--- config.mk ---
export PLATFORM = sky130hd
export DESIGN_NAME = irq_router
export DESIGN_NICKNAME = d
export VERILOG_FILES = /design/src/rtl/irq_router_pkg.sv /design/src/rtl/irq_redir_entry.sv /design/src/rtl/irq_host_window.sv /design/src/rtl/irq_dispatch.sv /design/src/rtl/irq_router.sv
export SDC_FILE = /design/constraint.sdc
export NUM_CORES = 1
export LEC_CHECK = 0
export BUFFER_PORTS_ARGS = -buffer_cell sky130_fd_sc_hd__buf_2
export CAP_MARGIN = 30
export CORE_MARGIN = 4
export CORE_UTILIZATION = 50
export CTS_BUF_LIST = sky130_fd_sc_hd__clkbuf_8
export DETAILED_ROUTE_END_ITERATION = 6
export PLACE_DENSITY = 0.71
export SLEW_MARGIN = 10
export SYNTH_ARGS = -nofsm -noshare
export SYNTH_HDL_FRONTEND = slang
export SYNTH_SLANG_ARGS = --single-unit
--- constraint.sdc ---
create_clock -name clk -period 3 [get_ports clk]
set_input_delay 0.6 -clock clk [delete_from_list [all_inputs] [get_ports clk]]
set_output_delay 0.6 -clock clk [all_outputs]
set_load 0.01 [all_outputs]
--- src/rtl/irq_router_pkg.sv ---
package irq_router_pkg;

    typedef enum logic [0:0] {
        ST_IDLE = 1'b0,
        ST_SEND = 1'b1
    } disp_state_t;

    typedef struct packed {
        logic [7:0] dest;
        logic       mask;
        logic       level;
        logic       act_low;
        logic       dst_logical;
        logic [2:0] dmode;
        logic [7:0] vector;
    } redir_cfg_t;

    typedef struct packed {
        logic [7:0] vector;
        logic [2:0] dmode;
        logic       dst_logical;
        logic [7:0] dest;
    } deliv_t;

    localparam redir_cfg_t CFG_RESET = '{
        dest: 8'h00, mask: 1'b1, level: 1'b0, act_low: 1'b0,
        dst_logical: 1'b0, dmode: 3'd0, vector: 8'h00
    };

    localparam logic [4:0] OFS_INDEX = 5'h00;
    localparam logic [4:0] OFS_DATA  = 5'h10;
    localparam logic [7:0] REG_ID    = 8'h00;
    localparam logic [7:0] REG_VER   = 8'h01;
    localparam logic [7:0] REG_ARB   = 8'h02;
    localparam logic [7:0] REG_TBL   = 8'h10;

endpackage

--- src/rtl/irq_redir_entry.sv ---
module irq_redir_entry
    import irq_router_pkg::*;
(
    input  logic        clk,
    input  logic        rst_n,
    input  logic        wr_lo,
    input  logic        wr_hi,
    input  logic [31:0] wdata,
    input  logic        pin_in,
    input  logic        eoi_valid,
    input  logic [7:0]  eoi_vector,
    input  logic        grant,
    output redir_cfg_t  cfg,
    output logic        pend,
    output logic        rirr,
    output logic [31:0] rd_lo,
    output logic [31:0] rd_hi
);

    logic act, act_q, edge_evt, set_req, eoi_hit;
    logic unused_wbits;

    assign unused_wbits = ^{wdata[23:17], wdata[14], wdata[12]};

    assign act      = pin_in ^ cfg.act_low;
    assign edge_evt = act & ~act_q;
    assign set_req  = !cfg.mask && (cfg.level ? (act && !rirr && !pend) : edge_evt);
    assign eoi_hit  = eoi_valid && cfg.level && (eoi_vector == cfg.vector);

    always_ff @(posedge clk or negedge rst_n) begin
        if (!rst_n) begin
            cfg <= CFG_RESET;
        end else begin
            if (wr_lo) begin
                cfg.vector      <= wdata[7:0];
                cfg.dmode       <= wdata[10:8];
                cfg.dst_logical <= wdata[11];
                cfg.act_low     <= wdata[13];
                cfg.level       <= wdata[15];
                cfg.mask        <= wdata[16];
            end
            if (wr_hi) begin
                cfg.dest <= wdata[31:24];
            end
        end
    end

    always_ff @(posedge clk or negedge rst_n) begin
        if (!rst_n) begin
            act_q <= 1'b0;
            pend  <= 1'b0;
            rirr  <= 1'b0;
        end else begin
            act_q <= act;
            if (set_req) begin
                pend <= 1'b1;
            end else if (grant) begin
                pend <= 1'b0;
            end
            if (grant && cfg.level) begin
                rirr <= 1'b1;
            end else if (eoi_hit) begin
                rirr <= 1'b0;
            end
        end
    end

    assign rd_lo = {15'b0, cfg.mask, cfg.level, rirr, cfg.act_low, pend,
                    cfg.dst_logical, cfg.dmode, cfg.vector};
    assign rd_hi = {cfg.dest, 24'b0};

endmodule

--- src/rtl/irq_host_window.sv ---
module irq_host_window
    import irq_router_pkg::*;
#(
    parameter int         NUM_PINS = 4,
    parameter logic [7:0] VERSION  = 8'h20
) (
    input  logic                clk,
    input  logic                rst_n,
    input  logic                bus_sel,
    input  logic                bus_wr,
    input  logic [4:0]          bus_addr,
    input  logic [31:0]         bus_wdata,
    output logic [31:0]         bus_rdata,
    input  logic [31:0]         ent_lo [NUM_PINS],
    input  logic [31:0]         ent_hi [NUM_PINS],
    output logic [NUM_PINS-1:0] wr_lo,
    output logic [NUM_PINS-1:0] wr_hi
);

    localparam logic [8:0] TBL_END  = 9'(16 + 2 * NUM_PINS);
    localparam logic [7:0] MAX_PIN  = 8'(NUM_PINS - 1);
    localparam logic [31:0] VER_WORD = {8'h00, MAX_PIN, 8'h00, VERSION};

    logic [7:0]  idx_q;
    logic [3:0]  id_q, arb_q;
    logic        idx_wr, data_wr, in_tbl;
    logic [7:0]  tbl_off;
    logic [6:0]  tbl_pin;
    logic [31:0] tbl_lo, tbl_hi, data_rd;
    logic        unused_wbits;

    assign unused_wbits = ^{bus_wdata[31:28], bus_wdata[23:8]};

    assign idx_wr  = bus_sel && bus_wr && (bus_addr == OFS_INDEX);
    assign data_wr = bus_sel && bus_wr && (bus_addr == OFS_DATA);
    assign in_tbl  = (idx_q >= REG_TBL) && ({1'b0, idx_q} < TBL_END);
    assign tbl_off = idx_q - REG_TBL;
    assign tbl_pin = tbl_off[7:1];

    always_ff @(posedge clk or negedge rst_n) begin
        if (!rst_n) begin
            idx_q <= 8'h00;
            id_q  <= 4'h0;
            arb_q <= 4'h0;
        end else begin
            if (idx_wr) begin
                idx_q <= bus_wdata[7:0];
            end
            if (data_wr && idx_q == REG_ID) begin
                id_q <= bus_wdata[27:24];
            end
            if (data_wr && idx_q == REG_ARB) begin
                arb_q <= bus_wdata[27:24];
            end
        end
    end

    for (genvar i = 0; i < NUM_PINS; i++) begin : g_wr
        assign wr_lo[i] = data_wr && in_tbl && (tbl_pin == 7'(i)) && !tbl_off[0];
        assign wr_hi[i] = data_wr && in_tbl && (tbl_pin == 7'(i)) &&  tbl_off[0];
    end

    always_comb begin
        tbl_lo = '0;
        tbl_hi = '0;
        for (int i = 0; i < NUM_PINS; i++) begin
            if (tbl_pin == 7'(i)) begin
                tbl_lo = ent_lo[i];
                tbl_hi = ent_hi[i];
            end
        end
    end

    always_comb begin
        if (in_tbl) begin
            data_rd = tbl_off[0] ? tbl_hi : tbl_lo;
        end else if (idx_q == REG_ID) begin
            data_rd = {4'h0, id_q, 24'h0};
        end else if (idx_q == REG_VER) begin
            data_rd = VER_WORD;
        end else if (idx_q == REG_ARB) begin
            data_rd = {4'h0, arb_q, 24'h0};
        end else begin
            data_rd = '0;
        end
    end

    always_comb begin
        if (bus_addr == OFS_INDEX) begin
            bus_rdata = {24'h0, idx_q};
        end else if (bus_addr == OFS_DATA) begin
            bus_rdata = data_rd;
        end else begin
            bus_rdata = '0;
        end
    end

endmodule

--- src/rtl/irq_dispatch.sv ---
module irq_dispatch
    import irq_router_pkg::*;
#(
    parameter int NUM_PINS = 4,
    parameter int PIN_W    = 2
) (
    input  logic                clk,
    input  logic                rst_n,
    input  logic [NUM_PINS-1:0] pend,
    input  redir_cfg_t          cfg [NUM_PINS],
    input  logic                req_ready,
    output logic                req_valid,
    output deliv_t              req,
    output logic [NUM_PINS-1:0] grant,
    output logic [PIN_W-1:0]    sel
);

    disp_state_t state_q, state_d;
    logic [PIN_W-1:0] first;
    logic             any;

    always_comb begin
        first = '0;
        for (int i = NUM_PINS - 1; i >= 0; i--) begin
            if (pend[i]) begin
                first = PIN_W'(i);
            end
        end
        any = |pend;
    end

    always_comb begin
        state_d = state_q;
        unique case (state_q)
            ST_IDLE: if (any)       state_d = ST_SEND;
            ST_SEND: if (req_ready) state_d = ST_IDLE;
            default: state_d = ST_IDLE;
        endcase
    end

    always_ff @(posedge clk or negedge rst_n) begin
        if (!rst_n) begin
            state_q <= ST_IDLE;
        end else begin
            state_q <= state_d;
        end
    end

    always_ff @(posedge clk or negedge rst_n) begin
        if (!rst_n) begin
            sel <= '0;
            req <= '0;
        end else if (state_q == ST_IDLE && any) begin
            sel             <= first;
            req.vector      <= cfg[first].vector;
            req.dmode       <= cfg[first].dmode;
            req.dst_logical <= cfg[first].dst_logical;
            req.dest        <= cfg[first].dest;
        end
    end

    always_comb begin
        req_valid = 1'b0;
        grant     = '0;
        unique case (state_q)
            ST_IDLE: req_valid = 1'b0;
            ST_SEND: begin
                req_valid = 1'b1;
                for (int i = 0; i < NUM_PINS; i++) begin
                    grant[i] = req_ready && (sel == PIN_W'(i));
                end
            end
            default: req_valid = 1'b0;
        endcase
    end

endmodule

--- src/rtl/irq_router.sv ---
module irq_router
    import irq_router_pkg::*;
#(
    parameter int         NUM_PINS = 4,
    parameter logic [7:0] VERSION  = 8'h20
) (
    input  logic                clk,
    input  logic                rst_n,
    input  logic                bus_sel,
    input  logic                bus_wr,
    input  logic [4:0]          bus_addr,
    input  logic [31:0]         bus_wdata,
    output logic [31:0]         bus_rdata,
    input  logic [NUM_PINS-1:0] irq_pins,
    output logic                req_valid,
    input  logic                req_ready,
    output logic [7:0]          req_vector,
    output logic [2:0]          req_dmode,
    output logic                req_dlogical,
    output logic [7:0]          req_dest,
    input  logic                eoi_valid,
    input  logic [7:0]          eoi_vector
);

    localparam int PIN_W = (NUM_PINS > 1) ? $clog2(NUM_PINS) : 1;

    redir_cfg_t          cfg_arr [NUM_PINS];
    logic [31:0]         lo_arr  [NUM_PINS];
    logic [31:0]         hi_arr  [NUM_PINS];
    logic [NUM_PINS-1:0] wr_lo_vec, wr_hi_vec, pend_vec, rirr_vec, trig_vec, grant_vec;
    logic [PIN_W-1:0]    disp_sel;
    deliv_t              req_q;

    irq_host_window #(.NUM_PINS(NUM_PINS), .VERSION(VERSION)) win_i (
        .clk(clk), .rst_n(rst_n),
        .bus_sel(bus_sel), .bus_wr(bus_wr), .bus_addr(bus_addr),
        .bus_wdata(bus_wdata), .bus_rdata(bus_rdata),
        .ent_lo(lo_arr), .ent_hi(hi_arr),
        .wr_lo(wr_lo_vec), .wr_hi(wr_hi_vec)
    );

    for (genvar i = 0; i < NUM_PINS; i++) begin : g_ent
        irq_redir_entry ent_i (
            .clk(clk), .rst_n(rst_n),
            .wr_lo(wr_lo_vec[i]), .wr_hi(wr_hi_vec[i]), .wdata(bus_wdata),
            .pin_in(irq_pins[i]),
            .eoi_valid(eoi_valid), .eoi_vector(eoi_vector),
            .grant(grant_vec[i]),
            .cfg(cfg_arr[i]), .pend(pend_vec[i]), .rirr(rirr_vec[i]),
            .rd_lo(lo_arr[i]), .rd_hi(hi_arr[i])
        );
        assign trig_vec[i] = cfg_arr[i].level;
    end

    irq_dispatch #(.NUM_PINS(NUM_PINS), .PIN_W(PIN_W)) disp_i (
        .clk(clk), .rst_n(rst_n),
        .pend(pend_vec), .cfg(cfg_arr),
        .req_ready(req_ready), .req_valid(req_valid),
        .req(req_q), .grant(grant_vec), .sel(disp_sel)
    );

    assign req_vector   = req_q.vector;
    assign req_dmode    = req_q.dmode;
    assign req_dlogical = req_q.dst_logical;
    assign req_dest     = req_q.dest;

endmodule

==> results of run 1 <==
[sequential cells by signal, indices dropped and copies added, names as in the netlist]
name	count
disp_i.sel	2
g_ent.ent_i.act_q	4
g_ent.ent_i.pend	4
win_i.id_q	4
win_i.arb_q	4
g_ent.ent_i.cfg	92
win_i.idx_q	8
g_ent.ent_i.rirr	4
disp_i.req	20
disp_i.state_q	1
[area by class of cell]
cell class	count	area, um2
sequential	143	3580
multi-input combinational	435	4150
clock inverter	12	183
fill	1147	5460
inverter	10	37.5
timing repair buffer	135	832
tap	184	230
clock buffer	20	275
[metal layers]
metal  wire length [um]  share of wire  track usage
met5                 13        0.00062            0
met4                492          0.023       0.0875
met3               1240          0.059       0.0478
met2              10500           0.50        0.409
met1               8760           0.42        0.311
[cell usage after synthesis, drive strengths merged (2+ instances only)]
library cell	number
inv	10
and3	7
a32o	2
nor3	21
ha	2
nor4	7
dfstp	4
xor2	32
or3	2
o21ai	9
o2111ai	2
nand3	10
nand4	2
nor3b	3
o32ai	4
nand2	14
clkbuf	19
or4	3
a21oi	18
a22oi	12
dfrtp	139
mux2	140
o22ai	16
nand2b	7
a22o	2
mux2i	4
mux4	20
nor2	62
buf	18
o31ai	10
xnor2	5
[cell families after synthesis]
kind of cell,after synthesis
muxes,164
and+or+nand+nor,146
DFF,143
AOI/OAI and AO/OA,80
buffers and inverters,47
xor gates and xnor gates,37
adders and majority gates,2
other,1
[worst reg2reg max path: stages, from the launching register on]
cell	delay, ns
dfrtp_1	0.43
ha_2	0.22
a2111oi_4	0.39
nand3_4	0.11
buf_4	0.15
buf_4	0.12
buf_4	0.16
or4_1	0.53
buf_4	0.22
mux2_4	0.31
[report_power, final]
group,switching (W),internal (W),total [W],leakage (nW)
Sequential,0.0000831,0.00199,0.00207,1.95
Combinational,0.000593,0.000395,0.000989,2.35
Clock,0.000779,0.000976,0.00176,0.222
[stage by stage]
stage / power (W) / hold slack [ns] / setup WS (ns)
after floorplan: 0.00267 / 0.304 / 0.228
after global routing: 0.00499 / 0.131 / -0.230
after detailed placement: 0.00303 / 0.491 / 0.0110
after global placement: 0.00301 / 0.484 / 0.0337
after CTS: 0.00482 / 0.109 / -0.186
final: 0.00481 / 0.0884 / -0.150
[how the worst max path moves through the flow]
stage / startpoint / end / slack [ns] / cells past startpoint
floorplan: win_i.idx_q[5] / bus_rdata[28] / 0.23 / 6
global placement: bus_addr[1] / bus_rdata[2] / 0.03 / 8
detailed placement: bus_addr[1] / bus_rdata[3] / 0.01 / 8
CTS: win_i.idx_q[4] / bus_rdata[28] / -0.19 / 6
finish: win_i.idx_q[4] / bus_rdata[7] / -0.15 / 7
global route: win_i.idx_q[4] / bus_rdata[7] / -0.23 / 7
[repair_timing]
| item | in CTS | in global routing |
|---|---|---|
| pin swaps | 20 | 9 |
| setup buffers | 3 | 3 |
| gates cloned | 0 | 1 |
| gates resized for setup | 48 | 15 |
| endpoints found under the setup margin | 25 | 25 |
| endpoints found under the hold margin | 0 | 0 |
==> reports/results.tsv, run 1 <==
stage	metric	value	unit
yosys	syn_inst	620	
detailed_routing	avgViaCountPerCell	6.09	
detailed_routing	first_iter_violations	427	
yosys	ys_seq_area_frac	0.470	
yosys	syn_avg_cell_area	12.3	um2
timing	tightest_slew	0.774	ns
global_route	grt-ovfl-total	0	
timing	maxSlewViolCount	0	
floorplan	core	14800	um2
placed_design	placed_area	8460	um2
run_status	violations	setup timing	
yosys	synth_top_area_frac	0.456	
yosys	netlist_area	7630	um2
floorplan	io_pins	108	
detailed_routing	drc	0	
yosys	yosys_warnings	0	
global_route	grt_max_degree	62	
timing	finalCritPeriodShare	1.05	
placed_design	routabilityCongestion	0.869	
final_layout	stdcell_count	939	
timing	period_minus_slack	3.15	ns
timing	rsz0062_at_grt	yes	
timing	skew	0.0100	ns
yosys	synth_top_family_by_area	multiplexers	
detailed_routing	first_pass_iters	5	
yosys	synth-simple-area-share	0.103	
timing	setup_tns	-2.11	ns
critical_path	cp_data_arrival_time	2.55	ns
final_layout	area_growth	21.8	%
placed_design	dp_cells	900	
timing	finalHoldViolCount	0	
timing	fmax	317	MHz
placed_design	io_buffer_count	92	
clock_tree	insertion_delay	0.47	ns
global_route	grt_pass1_wl	32700	um
final_layout	layout_common_cells	dfrtp_1 (139), mux2_2 (124), buf_2 (91)	
detailed_routing	vias	5720	
floorplan	dieHeight	132	um
critical_path	regToRegEndpoint	g_ent[2].ent_i.cfg[21]	
final_layout	drive_above_1_share	0.507	
flow_run	maxCapViolCount	0	
clock_tree	cts_tree	yes	
detailed_routing	avgRoutedWirePerCell	22.4	um
yosys	synth_area_leaders	dfrtp_1 (46%), mux2_2 (18%), mux4_2 (5.9%), xor2_1 (3.7%), mux2_4 (3.1%)	
critical_path	path_delay_family	compound AO/OA/AOI/OAI gates	
pwr	p_leak	4.52	nW
final_layout	final_common_cell	dfrtp_1	
yosys	synth_top_flop_cell	dfrtp_1	
global_route	grt_usage	0.242	
clock_tree	cts_buffer_depth	2	
clock_tree	cts.reportedPaths.clkPinSlew	0.08	ns
clock_tree	cts_made_buffers	17	
detailed_routing	wirelength	21000	um
yosys	synth_xor_area_frac	0.0425	
yosys	synth_area_leader_cell	dfrtp_1	
clock_tree	cts_sinks	143	
critical_path	path_class	reg2out	
pwr	p_per_area	518	nW/um2
yosys	netlist-cell-type-count	55	
critical_path	r2r-start	win_i.idx_q[4]	
placed_design	dp_hpwl	14200	um
timing	finalWorstSetupSlack	-0.150	ns
critical_path	max_stage_delay	0.43	ns
critical_path	crit_buf_inv	2	
yosys	synth_edf_count	0	
yosys	synthMuxAreaShare	0.279	
final_layout	antenna_cells	0	
critical_path	required	2.40	ns
critical_path	r2r_slack	0.25	ns
final_layout	final_core_util	0.630	
yosys	synth-compound-area-share	0.0733	
clock_tree	ctsHtreeMaxLevel	4	
detailed_routing	antenna_left	0	
critical_path	path_cells	ha_2 > a2111oi_4 > and3_4 > o2111ai_4 > buf_6 > o31ai_4 > buf_2	
floorplan	rows	44	
critical_path	cp_slowest_cell	dfrtp_1	
timing	slew_headroom	0.481	
critical_path	worstRegToRegCells	9	
critical_path	crit_path_start_kind	register	
floorplan	die_area	17300	um2
timing	finalSetupViolCount	25	
floorplan	fp.dieW	132	um
final_layout	final_area	9290	um2
critical_path	cp_max_fo	4	
floorplan	initial_core_util	0.517	
final_layout	fin_nets	799	
clock_tree	ctsHoldBuffers	0	
clock_tree	cts-root-buf	clkbuf_8	
yosys	ys_ff_latch	143	
min_path	hold_path_class	in2async	
yosys	synthArstFlopShare	1.00	
yosys	synthAdderAreaFrac	0.00328	
run_status	status	complete, but fails checks	
global_route	antenna_found_initial	1	
global_route	first_global_vias	5949	
pwr	ir_drop	0.000363	V
critical_path	endpoint_kind	output pin	
No activity file was read; power rests on OpenSTA's default activity.
==> run 2: changes to the inputs <==
RECOVER_POWER = 100   (was unset)
SLEW_MARGIN = 20   (was 10)
==> run 2 against run 1 <==
Net effect: the flow finishes with violations (capacitance limit, slew limit, setup timing); clock power is essentially flat; sequential share of layout area grew 0.50 points; wire length grew 0.10%.
==> reports/results.tsv, run 2 (synthesis results as in run 1) <==
stage	metric	value	unit	change
pwr	p_leak	4.39	nW	-3.0%
detailed_routing	met2_length	10600	um	+0.47%
timing	rsz0062_at_grt	yes		
placed_design	io_buffer_count	92		unchanged
final_layout	drive_above_1_share	0.461		-0.0464
timing	slew_headroom	-0.0944		-0.576
critical_path	cp_max_fo	4		unchanged
final_layout	antenna_cells	0		unchanged
detailed_routing	drc	0		unchanged
detailed_routing	wl_met3	1270	um	+2.9%
final_layout	regMostFlops	g_ent.ent_i.cfg		
global_route	grt_pass1_wl	32700	um	unchanged
detailed_routing	vias	5700		-0.35%
detailed_routing	wirelength	21100	um	+0.10%
critical_path	crit_path_start_kind	register		
global_route	grt_max_degree	62		unchanged
critical_path	path_class	reg2out		
critical_path	endpoint_kind	output pin		
clock_tree	insertion_delay	0.47	ns	about the same
pwr	seqPwrFrac	0.431		about the same
final_layout	largest_register_ffs	92		unchanged
floorplan	io_pins	108		unchanged
pwr	p_per_area	523	nW/um2	+1.0%
timing	finalCritPeriodShare	1.05		-0.00125
final_layout	final_core_util	0.622		-0.00806
placed_design	dp_hpwl	14200	um	unchanged
placed_design	routabilityCongestion	0.869		unchanged
pwr	switching_share	0.302		-0.000361
pwr	netSwitchingPower	0.00145	W	-0.40%
clock_tree	ctsHtreeMaxLevel	4		unchanged
pwr	comb_power_share	0.204		about the same
flow_run	maxCapViolCount	2		+2
floorplan	rows	44		unchanged
timing	tightest_slew	1.64	ns	+0.868 ns
pwr	ir_drop	0.000362	V	-0.11%
clock_tree	cts_sinks	143		unchanged
detailed_routing	topRoutingLayerUsed	met5		
global_route	grt-ovfl-total	0		unchanged
detailed_routing	avgRoutedWirePerCell	22.4	um	+0.10%
timing	period_minus_slack	3.15	ns	-0.00376 ns
detailed_routing	first_pass_iters	5		unchanged
clock_tree	cts_made_buffers	17		unchanged
floorplan	initial_core_util	0.517		unchanged
timing	setup_tns	-2.00	ns	+0.112 ns
global_route	antenna_found_initial	1		unchanged
timing	fmax	318	MHz	+0.12%
critical_path	cp_data_arrival_time	2.55	ns	about the same
floorplan	core	14800	um2	unchanged
detailed_routing	wl_met1	8690	um	-0.83%
clock_tree	cts_buffer_depth	2		unchanged
global_route	grt_usage	0.242		unchanged
timing	finalHoldViolCount	0		unchanged
run_status	status	complete, but fails checks		
run_status	violations	capacitance limit, slew limit, setup timing		
final_layout	fin_nets	799		unchanged
floorplan	fp.dieW	132	um	unchanged
floorplan	dieHeight	132	um	unchanged
timing	finalWorstSetupSlack	-0.146	ns	+0.00376 ns
critical_path	required	2.40	ns	about the same
min_path	hold_path_class	in2reg		
final_layout	final_common_cell	dfrtp_1		
final_layout	reg_top3	g_ent.ent_i.cfg (92), disp_i.req (20), win_i.idx_q (8)		
final_layout	layout_common_cells	dfrtp_1 (139), mux2_2 (124), buf_2 (71)		
timing	finalSetupViolCount	25		unchanged
clock_tree	cts_tree	yes		
final_layout	area_growth	20.2	%	
pwr	internal_power	0.00335	W	-0.23%
floorplan	die_area	17300	um2	unchanged
detailed_routing	first_iter_violations	385		-9.8%
detailed_routing	avgViaCountPerCell	6.07		-0.35%
pwr	p_clk_frac	0.365		about the same
clock_tree	cts.reportedPaths.clkPinSlew	0.08	ns	about the same
timing	skew	0.0102	ns	+0.000172 ns
clock_tree	cts-root-buf	clkbuf_8		
detailed_routing	antenna_left	0		unchanged
timing	maxSlewViolCount	87		+87
global_route	first_global_vias	5949		unchanged
-- run 2: changes by cell type in the layout (fill, tap and decap cells not counted), sizes merged --
cell	delta
clkbuf	+36
buf	-36
-- run 2: area by class of cell --
type | count | area [um2]
Fill cell | 1180 | 5580
Multi-Input combinational cell | 435 | 4120
Sequential cell | 143 | 3580
Timing Repair Buffer | 135 | 749
Clock buffer | 20 | 275
Tap cell | 184 | 230
Clock inverter | 12 | 183
Inverter | 10 | 37.5
-- run 2: timing repair --
action | 4_1_cts | 5_1_grt
endpoints found under the setup margin | 25 | 25
cloned | 0 | 1
resized for setup | 48 | 15
setup buffers | 3 | 3
hold buffers | 0 | 0
pin swaps | 20 | 9
-- run 2: worst paths after layout --
path	end	from	slack [ns]	cells after the start
worst max register to register	g_ent[0].ent_i.cfg[7]	win_i.idx_q[4]	0.03	9
worst min register to register	win_i.arb_q[2]	win_i.arb_q[2]	0.51	1
worst min-delay path	g_ent[3].ent_i.act_q	irq_pins[3]	0.32	2
worst max-delay path	bus_rdata[4]	win_i.idx_q[4]	-0.15	7
min in group asynchronous	disp_i.req[18]	rst_n	0.48	1
max in group asynchronous	g_ent[3].ent_i.cfg[16]	rst_n	0.50	2
-- run 2: per-stage QoR --
step	area (um2)	instances	total power, W	hold WS (ns)	setup slack [ns]
floorplan	7650	625	0.00267	0.304	0.228
global placement	8460	900	0.00301	0.484	0.0337
detailed placement	8460	900	0.00303	0.491	0.0110
CTS	9190	935	0.00482	0.109	-0.186
global route	9170	939	0.00497	0.331	-0.230
finish	9170	939	0.00480	0.322	-0.146
-- run 2: metal layers --
metal	vias to the layer above	track usage
met5	-	0
met4	2	0.0875
met3	39	0.0478
met2	214	0.409
met1	2931	0.311
li1	2514	-
-- run 2: worst max-delay path, cell delays in order (launching register included) --
cell and delay (ns):
dfrtp_1 0.43, ha_2 0.22, a2111oi_4 0.39, and3_4 0.30
o2111ai_4 0.18, buf_6 0.19, o31ai_4 0.20, buf_2 0.18
-- run 2: power by group through the flow --
| stage | logic [W] | clock network (W) | registers (W) |
|---|---|---|---|
| 3_3_place_gp | 0.000913 | 0 | 0.00210 |
| 3_5_place_dp | 0.000929 | 0 | 0.00210 |
| 5_1_grt | 0.00105 | 0.00185 | 0.00207 |
| 4_1_cts | 0.000984 | 0.00177 | 0.00206 |
| 2_1_floorplan | 0.000588 | 0 | 0.00208 |
| 6_report | 0.000980 | 0.00175 | 0.00207 |
